$ cat config.mk
export PLATFORM = sky130hd
export DESIGN_NAME = dskx_term_seq
export DESIGN_NICKNAME = d
export VERILOG_FILES = /design/src/rtl/dskx_pkg.sv /design/src/rtl/dskx_fifo.sv /design/src/rtl/dskx_media_ctl.sv /design/src/rtl/dskx_result_seq.sv /design/src/rtl/dskx_term_seq.sv
export SDC_FILE = /design/constraint.sdc
export NUM_CORES = 1
export LEC_CHECK = 0
export ABC_AREA = 0
export BUFFER_PORTS_ARGS = -buffer_cell sky130_fd_sc_hd__clkbuf_2
export CAP_MARGIN = 20
export CORE_MARGIN = 3
export CORE_UTILIZATION = 45
export CTS_CLUSTER_DIAMETER = 150
export DETAILED_ROUTE_END_ITERATION = 10
export SYNTH_ARGS = -nofsm -noshare
export SYNTH_HDL_FRONTEND = slang
export SYNTH_SLANG_ARGS = --single-unit
$ cat constraint.sdc
create_clock -name clk -period 7.1 [get_ports clk]
set_input_delay 1.42 -clock clk [delete_from_list [all_inputs] [get_ports clk]]
set_output_delay 1.42 -clock clk [all_outputs]
set_load 0.02 [all_outputs]
$ cat src/rtl/dskx_pkg.sv
// Shared constants and types for the transfer termination / result sequencer.
// Assumes byte-wide result registers and a fixed seven-byte result set.
package dskx_pkg;
    localparam int MSR_RQM  = 7;
    localparam int MSR_DIO  = 6;
    localparam int MSR_EXEC = 5;
    localparam int MSR_BUSY = 4;

    localparam int RES_COUNT = 7;
    localparam int RES_IW    = $clog2(RES_COUNT);

    localparam logic [1:0] END_NORMAL   = 2'b00;
    localparam logic [1:0] END_ABNORMAL = 2'b01;

    localparam int ST1_EOT_BIT  = 7;
    localparam int ST1_FIFO_BIT = 4;
    localparam int ST0_HEAD_BIT = 2;

    // Why the last sector closed the transfer (end-of-track when neither set)
    typedef struct packed {
        logic by_tc;
        logic by_fifo;
    } end_cause_t;
endpackage

$ cat src/rtl/dskx_fifo.sv
// Byte FIFO between host and media sides.
// Assumes DEPTH is a power of two; push when full and pop when empty are dropped.
// rdata shows the head entry combinationally.
module dskx_fifo #(
    parameter int WIDTH = 8,
    parameter int DEPTH = 16
) (
    input  logic             clk,
    input  logic             rst_n,
    input  logic             clr,
    input  logic             push,
    input  logic [WIDTH-1:0] wdata,
    input  logic             pop,
    output logic [WIDTH-1:0] rdata,
    output logic             empty,
    output logic             full
);
    localparam int AW = $clog2(DEPTH);
    localparam int CW = AW + 1;

    logic [WIDTH-1:0] mem [DEPTH];
    logic [AW-1:0]    wptr, rptr;
    logic [CW-1:0]    cnt;
    logic             do_push, do_pop;

    assign do_push = push && !full;
    assign do_pop  = pop && !empty;
    assign empty   = (cnt == '0);
    assign full    = (cnt == CW'(DEPTH));
    assign rdata   = mem[rptr];

    // Storage write
    always_ff @(posedge clk) begin
        if (do_push) mem[wptr] <= wdata;
    end

    // Pointer and occupancy tracking
    always_ff @(posedge clk) begin
        if (!rst_n || clr) begin
            wptr <= '0;
            rptr <= '0;
            cnt  <= '0;
        end else begin
            if (do_push) wptr <= wptr + 1'b1;
            if (do_pop)  rptr <= rptr + 1'b1;
            case ({do_push, do_pop})
                2'b10:   cnt <= cnt + 1'b1;
                2'b01:   cnt <= cnt - 1'b1;
                default: cnt <= cnt;
            endcase
        end
    end
endmodule

$ cat src/rtl/dskx_media_ctl.sv
// Media-side byte engine: counts byte slots within a sector and steps sectors.
// It latches the termination sources (terminal count, FIFO fault) and fires a
// one-cycle done strobe on the last slot of the closing sector.
// Assumes start arrives only while the whole block is idle and SECT_LEN >= 2.
module dskx_media_ctl
    import dskx_pkg::*;
#(
    parameter int SECT_LEN = 128
) (
    input  logic       clk,
    input  logic       rst_n,
    input  logic       start,
    input  logic       start_dir_wr,
    input  logic [7:0] start_sec,
    input  logic [7:0] start_eot,
    input  logic       tc_in,
    input  logic       media_tick,
    input  logic       fifo_empty,
    input  logic       fifo_full,
    output logic       active,
    output logic       dir_wr,
    output logic       stopping,
    output logic       media_push,
    output logic       media_pop,
    output logic       wstrobe,
    output logic       done,
    output end_cause_t cause,
    output logic [7:0] sector
);
    localparam int BW = $clog2(SECT_LEN);
    localparam logic [BW-1:0] LAST = BW'(SECT_LEN - 1);

    logic [BW-1:0] cnt;
    logic [7:0]    eot;
    logic          tc_seen, err_seen;
    logic          tick, err_now, term_any, last_slot;

    // Slot qualification and termination decode
    always_comb begin
        tick      = active && media_tick;
        err_now   = tick && !stopping && (dir_wr ? fifo_empty : fifo_full);
        term_any  = stopping || tc_in || err_now;
        last_slot = tick && (cnt == LAST);
        done      = last_slot && (term_any || sector == eot);
    end

    assign media_pop  = tick && dir_wr && !fifo_empty;
    assign media_push = tick && !dir_wr && !stopping && !tc_in && !fifo_full;
    assign wstrobe    = tick && dir_wr;
    assign cause      = '{by_tc: tc_seen || tc_in, by_fifo: err_seen || err_now};

    // Sector progress and termination flags
    always_ff @(posedge clk) begin
        if (!rst_n) begin
            active   <= 1'b0;
            dir_wr   <= 1'b0;
            stopping <= 1'b0;
            tc_seen  <= 1'b0;
            err_seen <= 1'b0;
            cnt      <= '0;
            sector   <= '0;
            eot      <= '0;
        end else if (start) begin
            active   <= 1'b1;
            dir_wr   <= start_dir_wr;
            stopping <= 1'b0;
            tc_seen  <= 1'b0;
            err_seen <= 1'b0;
            cnt      <= '0;
            sector   <= start_sec;
            eot      <= start_eot;
        end else if (active) begin
            if (tc_in) begin
                tc_seen  <= 1'b1;
                stopping <= 1'b1;
            end
            if (err_now) begin
                err_seen <= 1'b1;
                stopping <= 1'b1;
            end
            if (tick) begin
                if (last_slot) begin
                    if (done) begin
                        active <= 1'b0;
                    end else begin
                        sector <= sector + 8'd1;
                        cnt    <= '0;
                    end
                end else begin
                    cnt <= cnt + 1'b1;
                end
            end
        end
    end
endmodule

$ cat src/rtl/dskx_result_seq.sv
// Result-phase sequencer: on the done strobe it captures seven status bytes,
// raises the interrupt and steps through the bytes one per read.
// Assumes res_rd is presented only when the caller allows a result read.
module dskx_result_seq
    import dskx_pkg::*;
(
    input  logic              clk,
    input  logic              rst_n,
    input  logic              done,
    input  end_cause_t        cause,
    input  logic [7:0]        sector,
    input  logic [7:0]        cyl,
    input  logic              head,
    input  logic [7:0]        size,
    input  logic              res_rd,
    output logic              active,
    output logic              irq,
    output logic [RES_IW-1:0] idx,
    output logic [7:0]        byte_out
);
    localparam logic [RES_IW-1:0] LAST_IDX = RES_IW'(RES_COUNT - 1);

    logic [7:0] res_q [RES_COUNT];
    logic [1:0] code;
    logic [7:0] st0, st1;

    // Completion code and status byte build
    always_comb begin
        code = END_NORMAL;
        st1  = 8'h00;
        if (cause.by_fifo) begin
            code              = END_ABNORMAL;
            st1[ST1_FIFO_BIT] = 1'b1;
        end else if (!cause.by_tc) begin
            code             = END_ABNORMAL;
            st1[ST1_EOT_BIT] = 1'b1;
        end
        st0               = {code, 6'b000000};
        st0[ST0_HEAD_BIT] = head;
    end

    // Capture of the result set at termination
    always_ff @(posedge clk) begin
        if (done) begin
            res_q[0] <= st0;
            res_q[1] <= st1;
            res_q[2] <= 8'h00;
            res_q[3] <= cyl;
            res_q[4] <= {7'b0000000, head};
            res_q[5] <= sector;
            res_q[6] <= size;
        end
    end

    // Read sequencing and interrupt
    always_ff @(posedge clk) begin
        if (!rst_n) begin
            active <= 1'b0;
            irq    <= 1'b0;
            idx    <= '0;
        end else if (done) begin
            active <= 1'b1;
            irq    <= 1'b1;
            idx    <= '0;
        end else if (active && res_rd) begin
            irq <= 1'b0;
            if (idx == LAST_IDX) active <= 1'b0;
            else                 idx    <= idx + 1'b1;
        end
    end

    assign byte_out = res_q[idx];
endmodule

$ cat src/rtl/dskx_term_seq.sv
// Top: transfer termination and result handshake of a disk controller.
// Joins the FIFO, the media engine and the result sequencer, and builds the
// main status register and the register read port.
// Assumes cmd_start is a single-cycle pulse; it is dropped unless the block is idle.
module dskx_term_seq
    import dskx_pkg::*;
#(
    parameter int SECT_LEN   = 128,
    parameter int FIFO_DEPTH = 16
) (
    input  logic       clk,
    input  logic       rst_n,
    input  logic       cmd_start,
    input  logic       cmd_dir_wr,
    input  logic [7:0] cmd_sector,
    input  logic [7:0] cmd_eot,
    input  logic [7:0] cmd_cyl,
    input  logic       cmd_head,
    input  logic [7:0] cmd_size,
    input  logic       tc_in,
    input  logic       host_we,
    input  logic [7:0] host_wdata,
    input  logic       host_re,
    output logic [7:0] host_rdata,
    output logic       drq,
    input  logic       media_tick,
    input  logic [7:0] media_rdata,
    output logic       media_wstrobe,
    output logic [7:0] media_wdata,
    input  logic       res_rd,
    output logic [7:0] reg_rdata,
    output logic [7:0] msr,
    output logic       irq
);
    logic              xfer_active, dir_wr, stopping, done;
    logic              media_push, media_pop;
    logic              res_active, accept;
    logic              fifo_empty, fifo_full, fifo_push, fifo_pop;
    logic              host_push, host_pop;
    logic [7:0]        fifo_rdata, fifo_wdata, sector, res_byte;
    logic [7:0]        cyl_q, size_q;
    logic              head_q;
    logic [RES_IW-1:0] res_idx;
    end_cause_t        cause;

    assign accept = cmd_start && !xfer_active && !res_active;

    // Command fields reported in the result
    always_ff @(posedge clk) begin
        if (!rst_n) begin
            cyl_q  <= '0;
            head_q <= 1'b0;
            size_q <= '0;
        end else if (accept) begin
            cyl_q  <= cmd_cyl;
            head_q <= cmd_head;
            size_q <= cmd_size;
        end
    end

    // Host-side FIFO access and FIFO port steering
    always_comb begin
        host_push  = host_we && xfer_active && dir_wr && !stopping && !fifo_full;
        host_pop   = host_re && xfer_active && !dir_wr && !fifo_empty;
        fifo_push  = host_push || media_push;
        fifo_pop   = host_pop || media_pop;
        fifo_wdata = dir_wr ? host_wdata : media_rdata;
    end

    dskx_fifo #(.WIDTH(8), .DEPTH(FIFO_DEPTH)) u_fifo (
        .clk   (clk),
        .rst_n (rst_n),
        .clr   (accept),
        .push  (fifo_push),
        .wdata (fifo_wdata),
        .pop   (fifo_pop),
        .rdata (fifo_rdata),
        .empty (fifo_empty),
        .full  (fifo_full)
    );

    dskx_media_ctl #(.SECT_LEN(SECT_LEN)) u_media (
        .clk          (clk),
        .rst_n        (rst_n),
        .start        (accept),
        .start_dir_wr (cmd_dir_wr),
        .start_sec    (cmd_sector),
        .start_eot    (cmd_eot),
        .tc_in        (tc_in),
        .media_tick   (media_tick),
        .fifo_empty   (fifo_empty),
        .fifo_full    (fifo_full),
        .active       (xfer_active),
        .dir_wr       (dir_wr),
        .stopping     (stopping),
        .media_push   (media_push),
        .media_pop    (media_pop),
        .wstrobe      (media_wstrobe),
        .done         (done),
        .cause        (cause),
        .sector       (sector)
    );

    dskx_result_seq u_result (
        .clk      (clk),
        .rst_n    (rst_n),
        .done     (done),
        .cause    (cause),
        .sector   (sector),
        .cyl      (cyl_q),
        .head     (head_q),
        .size     (size_q),
        .res_rd   (res_rd && msr[MSR_RQM] && msr[MSR_DIO]),
        .active   (res_active),
        .irq      (irq),
        .idx      (res_idx),
        .byte_out (res_byte)
    );

    // Status register and read-port selection
    always_comb begin
        msr            = 8'h00;
        msr[MSR_RQM]   = !xfer_active;
        msr[MSR_DIO]   = res_active || (xfer_active && !dir_wr);
        msr[MSR_EXEC]  = xfer_active;
        msr[MSR_BUSY]  = xfer_active || res_active;
        reg_rdata      = (msr[MSR_RQM] && msr[MSR_DIO]) ? res_byte : msr;
        drq            = xfer_active && !stopping && (dir_wr ? !fifo_full : !fifo_empty);
        host_rdata     = fifo_rdata;
        media_wdata    = fifo_empty ? 8'h00 : fifo_rdata;
    end
endmodule

==> results.sh, run 1 <==
export IMPL_place_inst=1017
export IMPL_status="finished clean"
export IMPL_p_leak_uw=0.00382
export IMPL_port_buffers=88
export IMPL_postRouteAntennaNets=0
export IMPL_final_setup_viol_count=0
export IMPL_cp_data_required_time_ps=5680
export IMPL_multiInputGateArea_um2=3140
export IMPL_utilization=0.537
export IMPL_layout_common_cells="edfxtp_1, clkbuf_2, nand2_1, dfxtp_1, a21oi_1"
export IMPL_fin_setup_tns_ps=0
export IMPL_syn_area_per_cell_um2=13.7
export IMPL_maxSlewHeadroom=0.334
export IMPL_fillers=1746
export IMPL_wl_per_cell_um=19.3
export IMPL_cts_tree="done"
export IMPL_drc=0
export IMPL_ys_seq_area_frac=0.643
export IMPL_drive_gt1_frac=0.251
export IMPL_synth_area_leaders="edfxtp_1, dfxtp_1, mux4_2, nand2_1, a21oi_1"
export IMPL_cts_hold_buf=0
export IMPL_grt_pass1_vias=5741
export IMPL_grt_max_degree=40
export IMPL_synth_warnings=0
export IMPL_fmaxAchievable_mhz=236
export IMPL_setup_slack_ps=2860
export IMPL_dp_slack_ps=2700
export IMPL_holdWs_ps=427
export IMPL_ys_flop_type="edfxtp_1"
export IMPL_finalCritPeriodShare=0.597
export IMPL_ios=93
export IMPL_synthesis_area_um2=9460
export IMPL_cts_root_buf="clkbuf_16"
export IMPL_path_clk_slew_ps=60
export IMPL_insertion_delay_ps=500
export IMPL_postCtsSetupRepairBufs=0
export IMPL_post_cts_resize_count=0
export IMPL_place_congestion=0.880
export IMPL_crit_type="reg -> out"
export IMPL_synth_edf_count=156
export IMPL_synth_top_area_frac=0.495
export IMPL_cts_buffers_inserted=24
export IMPL_cp_arrival_ps=2820
export IMPL_die_w_um=151
export IMPL_antenna_found_initial=1
export IMPL_irDropWorstVdd_mv=0.188
export IMPL_initial_utilization=0.463
export IMPL_wirelength_um=20500
export IMPL_hold_path_class="reg -> reg"
export IMPL_yosys_register_bits=226
export IMPL_area_delta_synth_final_pct=15.9
export IMPL_antenna_cells=0
export IMPL_layout_commonest_cell="edfxtp_1"
export IMPL_hpwl_um=14100
export IMPL_netlist_cell_type_count=65
export IMPL_die_area_um2=22800
export IMPL_layout_nets=846
export IMPL_slew_viol_final=0
export IMPL_h_tree_depth=1
export IMPL_syn_inst=692
export IMPL_grt_overflow_total=0
export IMPL_track_usage=0.184
export IMPL_crit_path_end_kind="output pin"
export IMPL_rsz0062_at_grt="no"
export IMPL_fin_crit_ps=4240
export IMPL_worstSetupStartpointType="flop"
export IMPL_finalNonFillerCells=1063
export IMPL_hold_violations=0
export IMPL_synthArstFlopShare=0
export IMPL_fp_coreArea_um2=20400
export IMPL_yosysTopAreaCell="edfxtp_1"
export IMPL_fp_row_count=52
export IMPL_ff_latch_area_um2=6090
export IMPL_p_per_area_nw_per_um2=259
export IMPL_drv_cap=0
export IMPL_drt_iter0_markers=438
export IMPL_viasPerCell=5.55
export IMPL_critPathMaxFanout=32
export IMPL_drt_pass1_iter_count=5
export IMPL_worst_slew_pin_slew_ps=995
export IMPL_clock_path_buffers=3
export IMPL_die_y_um=151
export IMPL_routed_via_count=5897
export IMPL_fin_skew_ps=6.84
export IMPL_clkSinkCount=226
export IMPL_grt_pass1_wl_um=32400
## metal layers
layer | share of wire | GRT usage | up-vias
met3 | 0.053 | 0.0290 | 29
met4 | 0.020 | 0.0490 | 2
li1 | - | - | 2760
met5 | 0.00063 | 0 | -
met1 | 0.46 | 0.272 | 2913
met2 | 0.47 | 0.286 | 193
## final timing paths
check                               to  slack (ps)           start  cells after the start
hold / removal    u_result.res_q[6][1]         430       size_q[1]                      0
setup / recovery        media_wdata[0]        2860            flop                      5
setup reg to reg         u_fifo.cnt[4]        3680  u_media.active                     12
hold reg to reg   u_result.res_q[6][1]         430       size_q[1]                      0
## cell families (layout without fill, tap and decap cells)
group,count (synthesis),count (layout),synth area share
other,1,4,0.000396
adder cells (fa/ha/maj),13,13,0.0172
flip-flops,226,226,0.643
buffers and inverters,57,155,0.0262
XOR/XNOR,22,22,0.0204
AND/OR/NAND/NOR,206,206,0.104
AO/OA/AOI/OAI,112,112,0.0762
multiplexers,55,55,0.112
## power breakdown
group / switching [µW] / internal (µW)
Combinational: 93.7 / 51.1
Clock: 505 / 744
Sequential: 20.5 / 1430
Total: 619 / 2230
## sequential cells by signal, summed over array words and instances (netlist names), 5 cells and up, named ones only
name	flops
cyl_q	8
size_q	8
u_fifo.cnt	5
u_fifo.mem	128
u_media.cnt	7
u_media.eot	8
u_media.sector	8
u_result.res_q	28
## area by class of cell
cell class                      count  area share
Sequential cell                   226       0.555
Multi-Input combinational cell    412       0.287
Clock buffer                       29      0.0641
Timing Repair Buffer               98      0.0490
Tap cell                          270      0.0308
Clock inverter                     15     0.00993
Inverter                           13     0.00445
## synth_stat cells (6+ instances only)
| library cell | instances |
|---|---|
| a21oi_1 | 49 |
| a22oi_1 | 7 |
| a31oi_1 | 7 |
| and3_1 | 6 |
| buf_1 | 7 |
| buf_2 | 6 |
| clkbuf_1 | 25 |
| dfxtp_1 | 70 |
| edfxtp_1 | 156 |
| ha_1 | 13 |
| inv_1 | 12 |
| mux2_2 | 8 |
| mux4_2 | 40 |
| nand2_1 | 79 |
| nand3_1 | 18 |
| nor2_1 | 43 |
| nor2b_1 | 10 |
| nor3_1 | 13 |
| nor4_1 | 6 |
| o21ai_0 | 16 |
| xor2_1 | 17 |
## critical path, stage by stage, from the launching register on
cell      delay [ps]
dfxtp_2          310
buf_4            520
mux4_2           640
mux4_2           500
nor2b_1          150
clkbuf_2         190
## stage by stage
step / cell area (µm²) / total power [µW]
floorplan: 9470 / 1570
global placement: 10100 / 1620
detailed placement: 10100 / 1630
CTS: 10900 / 2870
global route: 11000 / 2950
finish: 11000 / 2850
(Power assumes the default switching activity.)
==> run 2, diff against run 1 <==
--- a/config.mk
+++ b/config.mk
@@ -12,6 +12,7 @@
 export CORE_UTILIZATION = 45
 export CTS_CLUSTER_DIAMETER = 150
 export DETAILED_ROUTE_END_ITERATION = 10
+export PLACE_DENSITY = 0.66
 export SYNTH_ARGS = -nofsm -noshare
 export SYNTH_HDL_FRONTEND = slang
 export SYNTH_SLANG_ARGS = --single-unit
==> constraint.sdc (replaced) <==
create_clock -name clk -period 3.6 [get_ports clk]
set_input_delay 0.72 -clock clk [delete_from_list [all_inputs] [get_ports clk]]
set_output_delay 0.72 -clock clk [all_outputs]
set_load 0.02 [all_outputs]
==> run 2 against run 1 <==
  * Cell area increased by 1.1%
  * Sequential cell count did not move
  * Sequential power up 97%
==> results.sh, run 2 (synthesized netlist as in run 1, its figures left out) <==
export IMPL_status="finished clean"
export IMPL_crit_path_max_incr_delay_ps=550
export IMPL_crit_path_top_delay_cell="mux4_2"
export IMPL_drt_iter0_markers=361
export IMPL_cts_hold_buf=0
export IMPL_fmaxAchievable_mhz=303
export IMPL_die_area_um2=22800
export IMPL_slew_viol_final=0
export IMPL_p_per_area_nw_per_um2=518
export IMPL_maxSlewHeadroom=0.382
export IMPL_h_tree_depth=1
export IMPL_cp_top_family="multiplexers"
export IMPL_critPathMaxFanout=32
export IMPL_cpMostUsedCell="mux4_2"
export IMPL_hold_violations=0
export IMPL_fillers=1696
export IMPL_clkSinkCount=226
export IMPL_postCtsSetupRepairBufs=0
export IMPL_post_cts_resize_count=0
export IMPL_wl_per_cell_um=19.4
export IMPL_die_w_um=151
export IMPL_wirelength_um=20800
export IMPL_cp_arrival_ps=2580
export IMPL_power_uw=5740
export IMPL_final_setup_viol_count=0
export IMPL_routed_via_count=5981
export IMPL_cts_root_buf="clkbuf_16"
export IMPL_die_y_um=151
export IMPL_viasPerCell=5.56
export IMPL_clock_path_buffers=3
export IMPL_finalNonFillerCells=1076
export IMPL_fp_coreArea_um2=20400
export IMPL_critPathBufInv=2
export IMPL_grt_pass1_vias=5980
export IMPL_grt_max_degree=40
export IMPL_drv_cap=0
export IMPL_worst_slew_pin_slew_ps=925
export IMPL_track_usage=0.185
export IMPL_ff_latch_area_um2=6090
export IMPL_crit_chain="buf_12 > mux4_2 > mux4_2 > nor2b_1 > clkbuf_2"
export IMPL_place_inst=1032
export IMPL_cts_tree="done"
export IMPL_irDropWorstVdd_mv=0.291
export IMPL_multiInputGateArea_um2=3140
export IMPL_grt_pass1_wl_um=32500
export IMPL_cp_data_required_time_ps=2880
export IMPL_layout_commonest_cell="edfxtp_1"
export IMPL_largest_register_ffs=128
export IMPL_worstSetupStartpointType="flop"
export IMPL_cts_buffers_inserted=24
export IMPL_place_congestion=0.857
export IMPL_grt_overflow_total=0
export IMPL_drive_gt1_frac=0.257
export IMPL_fin_crit_ps=3300
export IMPL_port_buffers=88
export IMPL_layout_nets=859
export IMPL_fin_setup_tns_ps=0
export IMPL_fp_row_count=52
export IMPL_antenna_found_initial=0
export IMPL_fin_skew_ps=5.93
export IMPL_regMostFlops="u_fifo.mem"
export IMPL_area_delta_synth_final_pct=17.2
export IMPL_antenna_cells=0
export IMPL_insertion_delay_ps=510
export IMPL_drc=0
export IMPL_rsz0062_at_grt="no"
export IMPL_top_regs="u_fifo.mem (128), u_result.res_q (28)"
export IMPL_path_clk_slew_ps=60
export IMPL_hpwl_um=14100
export IMPL_crit_type="reg -> out"
export IMPL_initial_utilization=0.463
export IMPL_finalCritPeriodShare=0.918
export IMPL_layout_common_cells="edfxtp_1, clkbuf_2, nand2_1, dfxtp_1, a21oi_1"
export IMPL_hold_path_class="reg -> reg"
export IMPL_drt_pass1_iter_count=5
export IMPL_postRouteAntennaNets=0
export IMPL_crit_path_end_kind="output pin"
export IMPL_p_leak_uw=0.00388
export IMPL_ios=93
-- run 2: worst reg2reg max path, delay by kind of cell, from the launching register on --
| family | cells | cell delay [ps] |
|---|---|---|
| AO/OA/AOI/OAI | 5 | 940 |
| AND/OR/NAND/NOR | 3 | 820 |
| adder cells (fa/ha/maj) | 2 | 570 |
| flip-flops | 1 | 390 |
| XOR/XNOR | 1 | 120 |
| buffers and inverters | 1 | 70 |
-- run 2: per-stage QoR --
| stage | worst slack (ps) | hold slack (ps) | util | cell area (µm²) |
|---|---|---|---|---|
| 2_1_floorplan | 207 | 408 | - | 9470 |
| 3_3_place_gp | 306 | 414 | 0.501 | 10200 |
| 3_5_place_dp | 187 | 414 | 0.501 | 10200 |
| 4_1_cts | 246 | 410 | 0.543 | 11100 |
| 5_1_grt | 116 | 425 | 0.543 | 11100 |
| 6_report | 296 | 424 | 0.543 | 11100 |
-- run 2: worst paths after layout --
| kind | cells after the start | slack, ps | startpoint | end |
|---|---|---|---|---|
| worst max-delay path | 5 | 300 | flop | media_wdata[3] |
| worst max register to register | 12 | 550 | u_fifo.cnt[1] | u_fifo.cnt[4] |
| worst min-delay path | 0 | 420 | size_q[5] | u_result.res_q[6][5] |
| worst min register to register | 0 | 420 | size_q[5] | u_result.res_q[6][5] |
-- run 2: per-layer routing --
layer  GRT usage  vias to the layer above  routed length, µm
li1            -                     2777                  -
met1       0.243                     2914               8710
met2       0.313                      253              10300
met3      0.0299                       37               1290
met4      0.0617                        0                579
met5           0                        -                  0
-- run 2: power by group --
group / total, µW / switching (µW) / leakage, µW / internal [µW]
combinational: 290 / 187 / 0.00150 / 102
sequential: 2860 / 38.8 / 0.00197 / 2820
clock: 2590 / 973 / 0.000409 / 1620
-- run 2: layout make-up --
type                            instances  area share
Clock buffer                           26      0.0568
Clock inverter                         18      0.0192
Inverter                               13     0.00440
Multi-Input combinational cell        412       0.283
Sequential cell                       226       0.549
Tap cell                              270      0.0305
Timing Repair Buffer                  111      0.0564
==> run 3, diff against run 2 <==
==> constraint.sdc (replaced) <==
create_clock -name clk -period 3.6 [get_ports clk]
set_input_delay 0.72 -clock clk [delete_from_list [all_inputs] [get_ports clk]]
set_output_delay 0.72 -clock clk [all_outputs]
set_load 0.01 [all_outputs]
==> run 3 against run 2 <==
  * Register-to-register slack got worse by 40 ps
  * Clock power down 8.9%
  * Setup slack got worse by 160 ps
  * Largest power group unchanged
  * First-iteration DRC count up 58%
  * Sequential cell count did not move
  * Via count up 0.12%
  * Combinational power fell by 3%
  * Sequential power about the same
  * Largest cell class unchanged
  * Sequential share of layout area rose by 0.49 points
  * Clock skew rose by 7.8 ps
  * Non-clock buffer count down 2
  * Fmax down 4.6%
==> results.sh, run 3 (synthesized netlist as in run 1, its figures left out) <==
export IMPL_drive_gt1_frac=0.253
export IMPL_p_leak_uw=0.00383
export IMPL_holdPathStages=0
export IMPL_die_w_um=151
export IMPL_h_tree_depth=1
export IMPL_critPathMaxFanout=12
export IMPL_fin_skew_ps=13.7
export IMPL_reg2regPathDepth=12
export IMPL_status="finished clean"
export IMPL_postCtsSetupRepairBufs=0
export IMPL_clkSinkCount=226
export IMPL_cp_arrival_ps=2740
export IMPL_grt_pass1_wl_um=33300
export IMPL_insertion_delay_ps=520
export IMPL_postRouteAntennaNets=0
export IMPL_place_congestion=0.864
export IMPL_fin_setup_tns_ps=0
export IMPL_r2r_slack_ps=510
export IMPL_finalCritPeriodShare=0.962
export IMPL_die_area_um2=22800
export IMPL_cts_root_buf="clkbuf_16"
export IMPL_antenna_found_initial=0
export IMPL_path_clk_slew_ps=60
export IMPL_wirelength_um=21100
export IMPL_cts_hold_buf=0
export IMPL_cp_top_family="multiplexers"
export IMPL_final_setup_viol_count=0
export IMPL_area_delta_synth_final_pct=16.1
export IMPL_worstSetupStartpointType="flop"
export IMPL_fp_row_count=52
export IMPL_die_y_um=151
export IMPL_slew_viol_final=0
export IMPL_setup_slack_ps=138
export IMPL_crit_path_end_kind="output pin"
export IMPL_min_delay_start="size_q[6]"
export IMPL_drt_iter0_markers=570
export IMPL_grt_overflow_total=0
export IMPL_grt_pass1_vias=6005
export IMPL_top_regs="u_fifo.mem (128), u_result.res_q (28)"
export IMPL_place_area_um2=10200
export IMPL_regMostFlops="u_fifo.mem"
export IMPL_irDropWorstVdd_mv=0.299
export IMPL_antenna_cells=0
export IMPL_wl_per_cell_um=19.6
export IMPL_fmaxAchievable_mhz=289
export IMPL_cts_buffers_inserted=24
export IMPL_largest_register_ffs=128
export IMPL_fin_crit_ps=3460
export IMPL_track_usage=0.190
export IMPL_drv_cap=0
export IMPL_worst_slew_pin_slew_ps=908
export IMPL_dp_slack_ps=163
export IMPL_layout_nets=857
export IMPL_hpwl_um=14400
export IMPL_crit_path_max_incr_delay_ps=610
export IMPL_min_to="u_result.res_q[6][6]"
export IMPL_routed_via_count=5988
export IMPL_fillers=1708
export IMPL_cpMostUsedCell="mux4_2"
export IMPL_p_per_area_nw_per_um2=501
export IMPL_drt_pass1_iter_count=5
export IMPL_drc=0
export IMPL_rsz0062_at_grt="no"
export IMPL_r2r_start="u_fifo.cnt[1]"
export IMPL_layout_common_cells="edfxtp_1, clkbuf_2, nand2_1, dfxtp_1, a21oi_1"
export IMPL_viasPerCell=5.58
export IMPL_port_buffers=88
export IMPL_hold_violations=0
export IMPL_crit_path_top_delay_cell="dfxtp_2"
export IMPL_r2r_end="u_fifo.cnt[4]"
export IMPL_initial_utilization=0.463
export IMPL_crit_chain="buf_4 > mux4_2 > mux4_2 > nor2b_1 > clkbuf_2"
export IMPL_design_area_um2=11000
export IMPL_cp_data_required_time_ps=2880
export IMPL_hold_path_class="reg -> reg"
export IMPL_fp_coreArea_um2=20400
export IMPL_maxSlewHeadroom=0.393
export IMPL_clock_path_buffers=3
export IMPL_crit_type="reg -> out"
export IMPL_cts_tree="done"
export IMPL_ios=93
export IMPL_grt_max_degree=40
export IMPL_layout_commonest_cell="edfxtp_1"
export IMPL_critPathBufInv=2
export IMPL_post_cts_resize_count=0
## run 3: cell count changes in the layout (fill, tap and decap cells not counted)
cell and change:
buf_4 -2, bufinv_16 -3, clkbuf_1 +2, clkbuf_16 -1, clkinv_1 -1, clkinv_2 -1, clkinv_4 +1, clkinv_8 +1
inv_6 +1
## run 3: power breakdown
part / switching (µW) / internal (µW) / leakage (µW)
combinational: 180 / 102 / 0.00149
sequential: 39.0 / 2820 / 0.00197
clock: 986 / 1370 / 0.000367
total: 1200 / 4300 / 0.00383
## run 3: how the worst max path moves through the flow
stage                endpoint  cells after the start       start
2_1_floorplan   u_fifo.cnt[4]                     14       tc_in
3_3_place_gp    u_fifo.cnt[4]                     13  media_tick
3_5_place_dp    u_fifo.cnt[4]                     13  media_tick
4_1_cts        media_wdata[7]                      5        flop
5_1_grt        media_wdata[7]                      5        flop
6_report       media_wdata[7]                      5        flop
## run 3: area by class of cell
class | instances | area (µm²) | area share
Clock inverter | 16 | 148 | 0.0134
Timing Repair Buffer | 109 | 611 | 0.0556
Clock buffer | 27 | 612 | 0.0557
Sequential cell | 226 | 6090 | 0.554
Multi-Input combinational cell | 412 | 3140 | 0.286
Tap cell | 270 | 338 | 0.0308
Inverter | 13 | 48.8 | 0.00444
## run 3: per-stage QoR
stage / hold WS (ps) / utilization / std cells / power (µW)
global placement: 413 / 0.501 / 1030 / 3190
floorplan: 408 / - / 695 / 3080
CTS: 410 / 0.538 / 1073 / 5540
detailed placement: 416 / 0.501 / 1030 / 3200
global route: 420 / 0.538 / 1073 / 5680
finish: 426 / 0.538 / 1073 / 5500
## run 3: metal layers
layer | GRT usage | wire, µm | vias up
met1 | 0.257 | 8900 | 2939
met3 | 0.0293 | 1280 | 40
met5 | 0 | 0 | -
met4 | 0.0508 | 567 | 0
met2 | 0.322 | 10300 | 228
li1 | - | - | 2781
